### config.mk
export PLATFORM = sky130hd
export DESIGN_NAME = deconv_pos_conv
export DESIGN_NICKNAME = d
export VERILOG_FILES = /design/src/rtl/deconv_pos_pkg.sv /design/src/rtl/deconv_axis_base.sv /design/src/rtl/deconv_col_chain.sv /design/src/rtl/deconv_route_class.sv /design/src/rtl/deconv_pos_conv.sv
export SDC_FILE = /design/constraint.sdc
export NUM_CORES = 1
export LEC_CHECK = 0
export ABC_AREA = 1
export BUFFER_PORTS_ARGS = -buffer_cell sky130_fd_sc_hd__buf_2
export CAP_MARGIN = 15
export CORE_MARGIN = 2
export CORE_UTILIZATION = 40
export DETAILED_ROUTE_END_ITERATION = 16
export PLACE_DENSITY_LB_ADDON = 0.08
export SLEW_MARGIN = 0
export SYNTH_ARGS = -nofsm -noshare
export SYNTH_HDL_FRONTEND = slang
export SYNTH_SLANG_ARGS = --single-unit
export TNS_END_PERCENT = 5
### constraint.sdc
create_clock -name clk -period 3.3 [get_ports clk]
set_clock_uncertainty 0.15 [all_clocks]
set_input_delay 0.66 -clock clk [delete_from_list [all_inputs] [get_ports clk]]
set_output_delay 0.66 -clock clk [all_outputs]
set_load 0.05 [all_outputs]
### src/rtl/deconv_pos_pkg.sv
`timescale 1ns/1ps
package deconv_pos_pkg;
  typedef enum logic [1:0] {
    RT_LOCAL      = 2'd0,
    RT_NEXT_PE    = 2'd1,
    RT_NEXT_ROW   = 2'd2,
    RT_NEXT_PLANE = 2'd3
  } route_t;
endpackage

### src/rtl/deconv_axis_base.sv
`timescale 1ns/1ps
// First-PE coordinate on one axis: the only multiplier on that axis.
module deconv_axis_base #(
  parameter int CW = 10,
  parameter int KW = 2,
  parameter int SW = 2
) (
  input  logic [CW-1:0] act,
  input  logic [KW-1:0] wt,
  input  logic [SW-1:0] stride,
  output logic [CW-1:0] coord
);
  logic [CW-1:0] prod;

  always_comb begin
    prod  = act * CW'(stride);
    coord = prod + CW'(wt);
  end
endmodule

### src/rtl/deconv_col_chain.sv
`timescale 1ns/1ps
// Neighbouring column coordinates: one adder per PE, no further multipliers.
module deconv_col_chain #(
  parameter int NPE = 4,
  parameter int CW  = 10,
  parameter int SW  = 2
) (
  input  logic [CW-1:0]           base,
  input  logic [SW-1:0]           stride,
  output logic [NPE-1:0][CW-1:0]  coord
);
  for (genvar j = 0; j < NPE; j++) begin : g_st
    logic [CW-1:0] val;
    if (j == 0) begin : g_first
      assign val = base;
    end else begin : g_next
      assign val = g_st[j-1].val + CW'(stride);
    end
    assign coord[j] = val;
  end
endmodule

### src/rtl/deconv_route_class.sv
`timescale 1ns/1ps
// Overlap classification per PE, with a fixed priority column > row > plane.
module deconv_route_class
  import deconv_pos_pkg::*;
#(
  parameter int NPE = 4,
  parameter int KW  = 2,
  parameter int SW  = 2
) (
  input  logic [SW-1:0]          stride,
  input  logic                   is3d,
  input  logic                   last_row,
  input  logic                   last_plane,
  input  logic [KW-1:0]          wt_d,
  input  logic [KW-1:0]          wt_r,
  input  logic [KW-1:0]          wt_c,
  output logic [NPE-1:0][1:0]    route
);
  localparam int MW = (KW > SW) ? KW : SW;

  logic col_ovl, row_ovl, pln_ovl;

  always_comb begin
    col_ovl = MW'(wt_c) >= MW'(stride);
    row_ovl = (MW'(wt_r) >= MW'(stride)) && !last_row;
    pln_ovl = is3d && (MW'(wt_d) >= MW'(stride)) && !last_plane;
  end

  for (genvar j = 0; j < NPE; j++) begin : g_pe
    localparam bit HAS_NEXT = (j < NPE - 1);
    route_t rt;
    always_comb begin
      if (HAS_NEXT && col_ovl)  rt = RT_NEXT_PE;
      else if (row_ovl)         rt = RT_NEXT_ROW;
      else if (pln_ovl)         rt = RT_NEXT_PLANE;
      else                      rt = RT_LOCAL;
    end
    assign route[j] = rt;
  end
endmodule

### src/rtl/deconv_pos_conv.sv
`timescale 1ns/1ps
module deconv_pos_conv
  import deconv_pos_pkg::*;
#(
  parameter int NPE = 4,
  parameter int CW  = 10,
  parameter int K   = 3,
  parameter int SW  = 2,
  localparam int KW = (K > 2) ? $clog2(K) : 1
) (
  input  logic                 clk,
  input  logic                 rst_n,
  input  logic                 cfg_we,
  input  logic [SW-1:0]        cfg_stride,
  input  logic                 in_valid,
  input  logic                 in_3d,
  input  logic                 in_last_row,
  input  logic                 in_last_plane,
  input  logic [CW-1:0]        act_d,
  input  logic [CW-1:0]        act_r,
  input  logic [CW-1:0]        act_c,
  input  logic [KW-1:0]        wt_d,
  input  logic [KW-1:0]        wt_r,
  input  logic [KW-1:0]        wt_c,
  output logic                 out_valid,
  output logic [CW-1:0]        out_d,
  output logic [CW-1:0]        out_r,
  output logic [NPE*CW-1:0]    out_c,
  output logic [2*NPE-1:0]     out_route
);
  // reset: asserted asynchronously, released after two clock edges
  logic rs_meta, rst_q;
  always_ff @(posedge clk or negedge rst_n) begin
    if (!rst_n) begin
      rs_meta <= 1'b0;
      rst_q   <= 1'b0;
    end else begin
      rs_meta <= 1'b1;
      rst_q   <= rs_meta;
    end
  end

  // stride register
  logic [SW-1:0] stride_q, stride_nxt;
  logic          stride_legal;
  always_comb begin
    stride_legal = (cfg_stride == SW'(1)) || (cfg_stride == SW'(2));
    stride_nxt   = stride_q;
    if (cfg_we && stride_legal) stride_nxt = cfg_stride;
  end
  always_ff @(posedge clk or negedge rst_q) begin
    if (!rst_q) stride_q <= SW'(1);
    else        stride_q <= stride_nxt;
  end

  // datapath
  logic [CW-1:0]          base_d, base_r, base_c;
  logic [NPE-1:0][CW-1:0] col_calc;
  logic [NPE-1:0][1:0]    route_calc;

  deconv_axis_base #(.CW(CW), .KW(KW), .SW(SW)) u_ax_d (
    .act(act_d), .wt(wt_d), .stride(stride_q), .coord(base_d));
  deconv_axis_base #(.CW(CW), .KW(KW), .SW(SW)) u_ax_r (
    .act(act_r), .wt(wt_r), .stride(stride_q), .coord(base_r));
  deconv_axis_base #(.CW(CW), .KW(KW), .SW(SW)) u_ax_c (
    .act(act_c), .wt(wt_c), .stride(stride_q), .coord(base_c));

  deconv_col_chain #(.NPE(NPE), .CW(CW), .SW(SW)) u_chain (
    .base(base_c), .stride(stride_q), .coord(col_calc));

  deconv_route_class #(.NPE(NPE), .KW(KW), .SW(SW)) u_route (
    .stride(stride_q), .is3d(in_3d), .last_row(in_last_row),
    .last_plane(in_last_plane), .wt_d(wt_d), .wt_r(wt_r), .wt_c(wt_c),
    .route(route_calc));

  // output registers, clock-enabled by in_valid
  logic                   vld_q;
  logic [CW-1:0]          d_q, d_nxt, r_q, r_nxt;
  logic [NPE-1:0][CW-1:0] c_q, c_nxt;
  logic [NPE-1:0][1:0]    rt_q, rt_nxt;

  always_comb begin
    d_nxt  = d_q;
    r_nxt  = r_q;
    c_nxt  = c_q;
    rt_nxt = rt_q;
    if (in_valid) begin
      d_nxt  = in_3d ? base_d : '0;
      r_nxt  = base_r;
      c_nxt  = col_calc;
      rt_nxt = route_calc;
    end
  end

  always_ff @(posedge clk or negedge rst_q) begin
    if (!rst_q) begin
      vld_q <= 1'b0;
      d_q   <= '0;
      r_q   <= '0;
      c_q   <= '0;
      rt_q  <= '0;
    end else begin
      vld_q <= in_valid;
      d_q   <= d_nxt;
      r_q   <= r_nxt;
      c_q   <= c_nxt;
      rt_q  <= rt_nxt;
    end
  end

  assign out_valid = vld_q;
  assign out_d     = d_q;
  assign out_r     = r_q;
  assign out_c     = c_q;
  assign out_route = rt_q;

  // ---------------- assertions ----------------
  assert_stride_legal_R2: assert property (@(posedge clk) disable iff (!rst_q)
    (stride_q == SW'(1)) || (stride_q == SW'(2)));

  assert_wt_range_R3: assert property (@(posedge clk) disable iff (!rst_q)
    in_valid |-> (int'(wt_c) < K) && (int'(wt_r) < K) && (int'(wt_d) < K));

  assert_first_col_R3: assert property (@(posedge clk) disable iff (!rst_q)
    in_valid |=> out_c[CW-1:0] ==
      CW'($past(act_c) * CW'($past(stride_q)) + CW'($past(wt_c))));

  assert_row_coord_R5: assert property (@(posedge clk) disable iff (!rst_q)
    in_valid |=> out_r ==
      CW'($past(act_r) * CW'($past(stride_q)) + CW'($past(wt_r))));

  assert_2d_depth_R6: assert property (@(posedge clk) disable iff (!rst_q)
    in_valid && !in_3d |=> out_d == '0);

  assert_valid_rise_R8: assert property (@(posedge clk) disable iff (!rst_q)
    in_valid |=> out_valid);

  assert_valid_fall_R8: assert property (@(posedge clk) disable iff (!rst_q)
    !in_valid |=> !out_valid);

  assert_hold_R8: assert property (@(posedge clk) disable iff (!rst_q)
    !in_valid |=> $stable(out_c) && $stable(out_d) && $stable(out_r) && $stable(out_route));

  for (genvar j = 0; j < NPE; j++) begin : g_chk
    if (j > 0) begin : g_step
      assert_chain_step_R4: assert property (@(posedge clk) disable iff (!rst_q)
        in_valid |=> CW'(out_c[j*CW +: CW] - out_c[(j-1)*CW +: CW]) ==
                     CW'($past(stride_q)));
    end
    assert_no_plane_2d_R6: assert property (@(posedge clk) disable iff (!rst_q)
      in_valid && !in_3d |=> out_route[2*j +: 2] != 2'd3);
    assert_local_R7: assert property (@(posedge clk) disable iff (!rst_q)
      in_valid && (wt_c < KW'(stride_q)) && (wt_r < KW'(stride_q)) &&
      (!in_3d || (wt_d < KW'(stride_q))) |=> out_route[2*j +: 2] == 2'd0);
  end
endmodule

==> impl_metrics.toml, run 1 <==
[routing]
drtIter0Drc = 167
via_per_inst = 4.65
vias = 5096
routedWlPerCell_um = 12.1
detail_route.first_pass.iterations = 4
drt-total-wl_um = 13200
remaining_drc_errors = 0
ant_nets = 0

[layout]
drive_gt1_share_pct = 31.4
fin_nets = 1028
fill_cells = 1339
finalNonFillerCells = 1096
fin_area_sq_um = 7090
syn2layout_area_growth_pct = 31.4
insertedDiodeCount = 0

[clock_tree]
path_clk_slew_ns = 0.06
clk_latency_ns = 0.33
htreeDepth = 3
clockRootBuffer = "clkbuf_16"
cts_tree = "yes"
clock_sinks = 69
cts_inserted_buffers = 9
clockBufferDepth = 2

[setup_path]
max_stage_delay_ns = 0.57
worstReg2RegStart = "stride_q[0]$_DFFE_PN1P_"
crit_top_cell = "nand2_1"
slowest_stage = "fa_2"
reg2reg_depth = 19
worstSetupPathType = "flop to flop"
path_delay_family = "adder cells"
crit_chain = "nand2_2 -> inv_2 -> fa_1 -> ha_4 -> inv_2 -> fa_2 -> fa_2 -> inv_2 -> buf_4 -> fa_1 -> nand2_1 -> nor2_1 -> nand2_1 -> nor2_2 -> nand2_1 -> nor2_2 -> xnor2_1 -> nand2_1 -> nand2_1"
critPathArrivalTime_ns = 3.96
endpoint_kind = "flop"
crit_required_ns = 3.37
r2r-end = "out_c[38]$_DFFE_PN0P_"
cp_max_fo = 2
reg2reg_slack_ns = -0.59
path_buf_inv = 4
start_kind = "flop"

[grt]
antenna_found_initial = 0
grt_pass1_vias = 4925
overflow = 0
grt_max_degree = 41
grt.total_usage_pct = 19.6
grt_pass1_wl_um = 22900

[synth]
synth_top_area_cell = "dfrtp_1"
yosysWarningCount = 0
yosys-top-cells-area = "dfrtp_1 (32%), nand2_1 (17%), ha_1 (14%), inv_1 (8.0%), o21ai_0 (4.9%)"
synth_top_family_by_area = "simple AND/OR/NAND/NOR gates"
synth-edff-count = 0
synth_compound_area_share_pct = 8.79
yosysSeqAreaShare_pct = 32.0
synthArstFlopShare_pct = 100
synth-xor-area-share_pct = 2.11
synth.distinct_cells = 39
muxShareOfSynthArea_pct = 0
avgSynthCellArea_sq_um = 7.26
syn_nets = 856
ys.flop_type = "dfrtp_1"
synthCells = 743
synthAdderAreaFrac_pct = 17.0
yosys_register_bits = 69
synth_area_sq_um = 5400
yosysMostFrequentCell = "nand2_1"
synthSimpleGateAreaFrac_pct = 29.1
synth_top_area_share_pct = 31.5
synth_common_cells = "nand2_1 (248), inv_1 (115), dfrtp_1 (68)"

[die]
die_width_um = 120
ioPinCount = 114
core-area_sq_um = 13200
row_count = 42
fp.dieH_um = 120
start_util_pct = 40.9
dieArea_sq_um = 14400

[power]
leakage_nw = 4.19
power_mw = 5.15
ir_drop_uv = 363
cellPowerDensity_nw_per_um2 = 726

[timing]
final.period_utilization_pct = 118
slew_headroom_pct = 58.3
period_needed_ns = 3.89
layout_setup_ws_ns = -0.591
slew_viol_final = 0
setup_viol = 14
rsz0062_at_grt = "true"
timing.fmax_mhz = 257
worst_slew_pin_slew_ns = 0.625
finalHoldViolations = 0

[outcome]
violations = "negative setup slack"
status = "complete, but fails checks"

[placement]
port_buffers = 113
dp_hpwl_um = 10300
dp.cells = 1078
place_congestion = 0.818
post_dp_cell_area_sq_um = 6590

[run]
maxCapViolCount = 0

[worst_hold_path]
hp-class = "flop to async pin"
## what timing repair did
item                                    in CTS  in global routing
resized for setup                           31                 25
endpoints found under the setup margin      23                 24
endpoints found under the hold margin       10                  0
hold buffers                                 2                  0
pin swaps                                    5                  3
setup buffers                                0                  0
## worst reg2reg max path: stages (launching register included)
cell	delay, ns
dfstp_2	0.55
nand2_2	0.05
inv_2	0.05
fa_1	0.42
ha_4	0.31
inv_2	0.04
fa_2	0.44
fa_2	0.57
inv_2	0.05
buf_4	0.13
fa_1	0.39
nand2_1	0.10
nor2_1	0.05
nand2_1	0.09
nor2_2	0.05
nand2_1	0.09
nor2_2	0.05
xnor2_1	0.11
nand2_1	0.05
nand2_1	0.05
## flip-flops by register name, indices dropped and copies added (netlist names)
signal and flops:
rs_meta 1, out_d 10, out_r 10, stride_q 2, rst_q 1, out_route 4
out_c 40, out_valid 1
## worst max path at each step
stage	cells past startpoint	startpoint	slack [ns]	end
floorplan	23	stride_q[0]$_DFFE_PN1P_	-0.92	out_c[39]$_DFFE_PN0P_
global placement	21	act_c[1]	-0.92	out_c[39]$_DFFE_PN0P_
detailed placement	21	act_c[1]	-0.96	out_c[39]$_DFFE_PN0P_
CTS	20	stride_q[0]$_DFFE_PN1P_	-0.62	out_c[39]$_DFFE_PN0P_
global route	20	stride_q[0]$_DFFE_PN1P_	-0.89	out_c[39]$_DFFE_PN0P_
finish	19	stride_q[0]$_DFFE_PN1P_	-0.59	out_c[38]$_DFFE_PN0P_
## power breakdown
part,internal [mW],switching [mW],leakage [nW],total [mW]
clock network,0.666,0.391,0.156,1.06
logic,0.958,1.92,3.19,2.88
registers,1.08,0.133,0.852,1.21
total,2.70,2.44,4.19,5.15
## cell usage in the layout (no fill, tap or decap), types with 22 or more instances in the layout
cell type  Yosys  final
inv_1        115    107
nand2_1      248    242
buf_2          2    113
o21ai_0       53     42
nand3_1       28     25
dfrtp_1       68     67
buf_4          5     67
nor2_1        36     33
nand2_2       16     22
ha_1          59     55
## through the flow
stage | util [%] | setup TNS [ns] | hold WS, ns | setup slack, ns
6_report | 53.7 | -4.73 | 0.139 | -0.591
5_1_grt | 53.7 | -8.95 | 0.183 | -0.890
4_1_cts | 53.3 | -5.60 | 0.157 | -0.624
3_5_place_dp | 50.0 | -13.37 | -0.0377 | -0.959
3_3_place_gp | 50.0 | -12.21 | -0.0370 | -0.921
2_1_floorplan | - | -8.88 | 0.181 | -0.917
## cell families (layout without fill, tap and decap cells)
logic type                 count (synthesis)  count (layout)
other                                      1               1
and+or+nand+nor                          356             356
DFF                                       69              69
buffers and inverters                    149             326
adders and majority gates                 68              68
xor gates and xnor gates                  13              13
AOI/OAI and AO/OA                         87              87
## layer usage
metal	up-vias	GRT usage, %	routed length [um]
li1	2660	-	-
met1	2337	27.4	6530
met2	92	32.0	6040
met3	7	2.95	526
met4	0	5.00	123
met5	-	0	0
## final cells by class
| type | count | area (sq um) | area share [%] |
|---|---|---|---|
| clock buffer | 9 | 225 | 3.18 |
| tap | 176 | 220 | 3.11 |
| multi-input combinational | 525 | 3200 | 45.2 |
| timing repair buffer | 185 | 1140 | 16.1 |
| inverter | 125 | 472 | 6.65 |
| sequential | 69 | 1730 | 24.4 |
| clock inverter | 7 | 98.8 | 1.39 |
Power figures use the tool's default switching activity.
==> run 2, diff against run 1 <==
GPL_TIMING_DRIVEN = 0   (was default)
MAX_ROUTING_LAYER = met4   (was default)
==> impl_metrics.toml, run 2 (same netlist as run 1, synthesis figures left out) <==
[die]
fp.dieH_um = 120
ioPinCount = 114
die_width_um = 120
row_count = 42
start_util_pct = 40.9
core-area_sq_um = 13200
dieArea_sq_um = 14400

[setup_path]
max_stage_delay_ns = 0.55
r2r-end = "out_c[38]$_DFFE_PN0P_"
endpoint_kind = "flop"
path_delay_family = "adder cells"
worstSetupPathType = "flop to flop"
reg2reg_depth = 21
cp_max_fo = 4
critPathArrivalTime_ns = 4.26
crit_chain = "clkbuf_16 -> clkbuf_16 -> nand2_4 -> inv_2 -> fa_1 -> ha_4 -> inv_2 -> fa_1 -> fa_1 -> inv_2 -> buf_4 -> fa_1 -> nand2_2 -> nor2_1 -> nand2_2 -> nor2_2 -> nand2_1 -> nor2_2 -> xnor2_1 -> nand2_1 -> nand2_1"
slowest_stage = "dfstp_2"
crit_top_cell = "fa_1"
path_buf_inv = 6
reg2reg_slack_ns = -0.88
crit_required_ns = 3.38
worstReg2RegStart = "stride_q[0]$_DFFE_PN1P_"
start_kind = "flop"

[routing]
detail_route.first_pass.iterations = 4
drtIter0Drc = 278
ant_nets = 0
remaining_drc_errors = 0
via_per_inst = 4.66
drt-total-wl_um = 14000
vias = 4912
routedWlPerCell_um = 13.3

[layout]
fill_cells = 1349
fin_nets = 988
regArea_sq_um = 1730
multi_input_area_sq_um = 3170
largest_reg_flops = 40
final_common_cell = "nand2_1"
drive_gt1_share_pct = 25.1
syn2layout_area_growth_pct = 24.3
insertedDiodeCount = 0
final_cell_mix = "nand2_1 (242), buf_2 (115), inv_1 (111)"

[timing]
worst_slew_pin_slew_ns = 0.901
setup_viol = 20
fin_setup_tns_ns = -8.85
timing.fmax_mhz = 239
slew_headroom_pct = 39.9
final.period_utilization_pct = 127
layout_setup_ws_ns = -0.878
period_needed_ns = 4.18
slew_viol_final = 0
hold_ws_ns = 0.200
rsz0062_at_grt = "true"
finalHoldViolations = 0

[clock_tree]
cts_tree = "yes"
clk_latency_ns = 0.34
htreeDepth = 3
path_clk_slew_ns = 0.06
cts_inserted_buffers = 9
clock_sinks = 69
clockBufferDepth = 2
clockRootBuffer = "clkbuf_16"

[outcome]
violations = "negative setup slack"
status = "complete, but fails checks"

[power]
ir_drop_uv = 353
leakage_nw = 3.97
cellPowerDensity_nw_per_um2 = 720

[worst_hold_path]
min_to = "rst_q$_DFF_PN0_"
min_from = "rs_meta$_DFF_PN0_"
hp-class = "flop to flop"
whs_path_depth = 0

[grt]
grt_max_degree = 68
grt.total_usage_pct = 20.9
grt_pass1_wl_um = 22800
grt_pass1_vias = 4632
overflow = 0
antenna_found_initial = 0

[run]
maxCapViolCount = 0

[placement]
port_buffers = 113
dp_hpwl_um = 11000
place_congestion = 0.827
run 2: worst reg2reg max path, delay by kind of cell, from the launching register on:
kind	cells	cell delay (ns)
xor+xnor	1	0.12
buf+inv	6	0.53
flops	1	0.55
fa+ha+maj	5	2.16
simple gates	9	0.56
run 2: what timing repair did:
item                                    CTS  global route
pin swaps                                24            11
setup buffers                             8             1
endpoints found under the setup margin   36            26
hold buffers                              1             0
hold endpoints to repair                  2             0
resized for setup                        30             9
run 2: metrics by stage:
step / cells / setup WS [ns] / total power [mW] / utilization [%] / instance area, sq um
floorplan: 743 / -0.917 / 3.12 / - / 5430
global placement: 1032 / -1.44 / 3.68 / 47.1 / 6210
detailed placement: 1032 / -1.48 / 3.71 / 47.1 / 6220
CTS: 1054 / -0.987 / 4.84 / 50.6 / 6680
global route: 1055 / -1.12 / 5.15 / 50.8 / 6710
finish: 1055 / -0.878 / 4.83 / 50.8 / 6710
run 2: where the power goes:
part	internal, mW	total [mW]	switching, mW
combinational	0.756	2.61	1.85
clock	0.623	0.989	0.366
sequential	1.08	1.23	0.152
run 2: layout make-up:
cell class                      instances  area share [%]
Multi-Input combinational cell        525            47.2
Sequential cell                        69            25.8
Timing Repair Buffer                  123            9.59
Inverter                              125            7.03
Clock buffer                           14            3.94
Tap cell                              176            3.28
Buffer                                 22            2.61
Clock inverter                          1           0.448
run 2: worst max path at each step:
stage	from	endpoint	slack, ns	depth (start not counted)
after detailed placement	stride_q[1]$_DFFE_PN0P_	out_c[39]$_DFFE_PN0P_	-1.48	22
after global routing	stride_q[0]$_DFFE_PN1P_	out_c[39]$_DFFE_PN0P_	-1.12	22
after floorplan	stride_q[0]$_DFFE_PN1P_	out_c[39]$_DFFE_PN0P_	-0.92	23
after global placement	stride_q[1]$_DFFE_PN0P_	out_c[39]$_DFFE_PN0P_	-1.44	22
after CTS	stride_q[0]$_DFFE_PN1P_	out_c[39]$_DFFE_PN0P_	-0.99	22
final	stride_q[0]$_DFFE_PN1P_	out_c[38]$_DFFE_PN0P_	-0.88	21
run 2: routing by layer:
metal | up-vias | global-route usage, % | part of all wire (%)
li1 | 2565 | - | -
met1 | 2232 | 29.0 | 50
met2 | 99 | 31.8 | 45
met3 | 16 | 2.61 | 4.2
met4 | 0 | 6.62 | 1.3
met5 | - | - | 0
==> run 3, diff against run 2 <==
ABC_AREA = default   (was 1)
==> impl_metrics.toml, run 3 <==
[outcome]
status = "complete, but fails checks"
violations = "negative setup slack"

[synth]
synth.distinct_cells = 65
synth_top_area_cell = "dfrtp_1"
avgSynthCellArea_sq_um = 9.85
yosysWarningCount = 0
ys.flop_type = "dfrtp_1"
yosysMostFrequentCell = "dfrtp_1"
synth-edff-count = 0
synth_top_area_share_pct = 32.7
yosysSeqAreaShare_pct = 33.2
synth_area_sq_um = 5210
synthCells = 529
synthArstFlopShare_pct = 100
syn_nets = 642
yosys_register_bits = 69
synth_common_cells = "dfrtp_1 (68), ha_1 (59), and2_1 (47)"
yosys-top-cells-area = "dfrtp_1 (33%), ha_1 (14%), mux2_2 (5.8%), and2_1 (5.6%), xnor2_1 (4.9%)"

[routing]
detail_route.first_pass.iterations = 4
vias = 4160
ant_nets = 0
remaining_drc_errors = 0
drt-total-wl_um = 13000
via_per_inst = 4.93
drtIter0Drc = 168
routedWlPerCell_um = 15.4

[placement]
port_buffers = 113
post_dp_cell_area_sq_um = 6020
dp_hpwl_um = 10000
place_congestion = 0.858

[run]
maxCapViolCount = 0

[die]
fp.dieH_um = 118
row_count = 41
core-area_sq_um = 12700
start_util_pct = 41.1
die_width_um = 118
ioPinCount = 114
dieArea_sq_um = 14000

[power]
leakage_nw = 3.22
cellPowerDensity_nw_per_um2 = 758
ir_drop_uv = 359

[setup_path]
reg2reg_depth = 15
crit_required_ns = 3.41
worstSetupPathType = "flop to flop"
start_kind = "flop"
cp_max_fo = 5
endpoint_kind = "flop"
critPathArrivalTime_ns = 4.28

[timing]
final.period_utilization_pct = 126
period_needed_ns = 4.17
finalHoldViolations = 0
slew_headroom_pct = 42.4
setup_viol = 24
worst_slew_pin_slew_ns = 0.864
layout_setup_ws_ns = -0.867
hold_ws_ns = 0.199
rsz0062_at_grt = "true"
slew_viol_final = 0
timing.fmax_mhz = 240

[worst_hold_path]
hp-class = "flop to flop"
whs_path_depth = 0

[layout]
fin_util_pct = 52.6
fill_cells = 1198
insertedDiodeCount = 0
fin_area_sq_um = 6670
fin_nets = 780
largest_reg_flops = 40
syn2layout_area_growth_pct = 27.9
final_common_cell = "buf_2"
final_cell_mix = "buf_2 (114), dfrtp_1 (66), ha_1 (56)"
drive_gt1_share_pct = 37.0

[clock_tree]
clk_latency_ns = 0.34
htreeDepth = 3
clockRootBuffer = "clkbuf_16"
cts_tree = "yes"
clock_sinks = 69
cts_inserted_buffers = 9
path_clk_slew_ns = 0.06
clockBufferDepth = 2

[grt]
grt_pass1_wl_um = 21200
overflow = 0
grt_pass1_vias = 4168
grt_max_degree = 68
antenna_found_initial = 0
grt.total_usage_pct = 19.9
run 3: report_power, final:
| part | leakage, nW | switching, mW | internal, mW | total (mW) |
|---|---|---|---|---|
| clock network | 0.138 | 0.357 | 0.599 | 0.957 |
| logic | 2.26 | 1.85 | 0.986 | 2.84 |
| registers | 0.823 | 0.156 | 1.10 | 1.26 |
| total | 3.22 | 2.37 | 2.69 | 5.06 |
run 3: kinds of logic after synthesis:
group | after synthesis | share of synthesized area [%]
AOI/OAI and AO/OA | 99 | 12.5
xor gates and xnor gates | 44 | 7.97
adders and majority gates | 68 | 17.6
buffers and inverters | 57 | 5.02
DFF | 69 | 33.2
muxes | 27 | 5.84
other | 1 | 0.0720
and+or+nand+nor | 164 | 17.8
run 3: worst max-delay path, stage by stage (launching register included):
cell and delay, ns:
dfstp_2 0.58, buf_8 0.12, and2_4 0.13, fa_1 0.44
ha_4 0.30, inv_2 0.03, fa_1 0.48, fa_1 0.51
inv_2 0.06, ha_4 0.26, a21oi_2 0.04, and2b_2 0.22
nand3_2 0.09, o21a_1 0.24, or3_1 0.31, a31oi_1 0.14
run 3: layout make-up:
type / instances / area (sq um) / share of cell area [%]
clock inverter: 4 / 50.0 / 0.751
sequential: 69 / 1730 / 26.0
tap: 172 / 215 / 3.23
clock buffer: 11 / 243 / 3.64
buffer: 20 / 161 / 2.42
multi-input combinational: 403 / 3440 / 51.7
timing repair buffer: 129 / 688 / 10.3
inverter: 35 / 131 / 1.97
run 3: metrics by stage:
step | TNS (ns) | setup WS, ns | total power [mW] | cells
after CTS | -12.31 | -0.935 | 5.01 | 842
after global placement | -24.60 | -1.36 | 3.86 | 814
after detailed placement | -25.35 | -1.38 | 3.89 | 814
after floorplan | -9.83 | -0.865 | 3.29 | 529
after global routing | -14.60 | -0.998 | 5.37 | 843
final | -10.85 | -0.867 | 5.06 | 843
run 3: routing by layer:
metal	GRT usage, %	part of all wire (%)	up-vias
li1	-	-	2091
met5	-	0	-
met4	4.29	0.94	0
met2	31.7	47	92
met1	26.4	48	1967
met3	3.97	4.1	10
run 3: worst paths after layout:
path                                               from                       to  slack [ns]
worst min-delay path                  rs_meta$_DFF_PN0_          rst_q$_DFF_PN0_        0.20
min in group asynchronous               rst_q$_DFF_PN0_    out_c[29]$_DFFE_PN0P_        0.30
worst max-delay path            stride_q[0]$_DFFE_PN1P_    out_c[39]$_DFFE_PN0P_       -0.87
max in group asynchronous               rst_q$_DFF_PN0_  stride_q[1]$_DFFE_PN0P_        2.09
worst min register to register        rs_meta$_DFF_PN0_          rst_q$_DFF_PN0_        0.20
worst max register to register  stride_q[0]$_DFFE_PN1P_    out_c[39]$_DFFE_PN0P_       -0.87
run 3: what timing repair did:
item / CTS / global route
hold endpoints to repair: 2 / 0
pin swaps: 12 / 17
hold buffers: 1 / 0
buffers inserted: 13 / 2
endpoints found under the setup margin: 36 / 33
resized for setup: 25 / 33
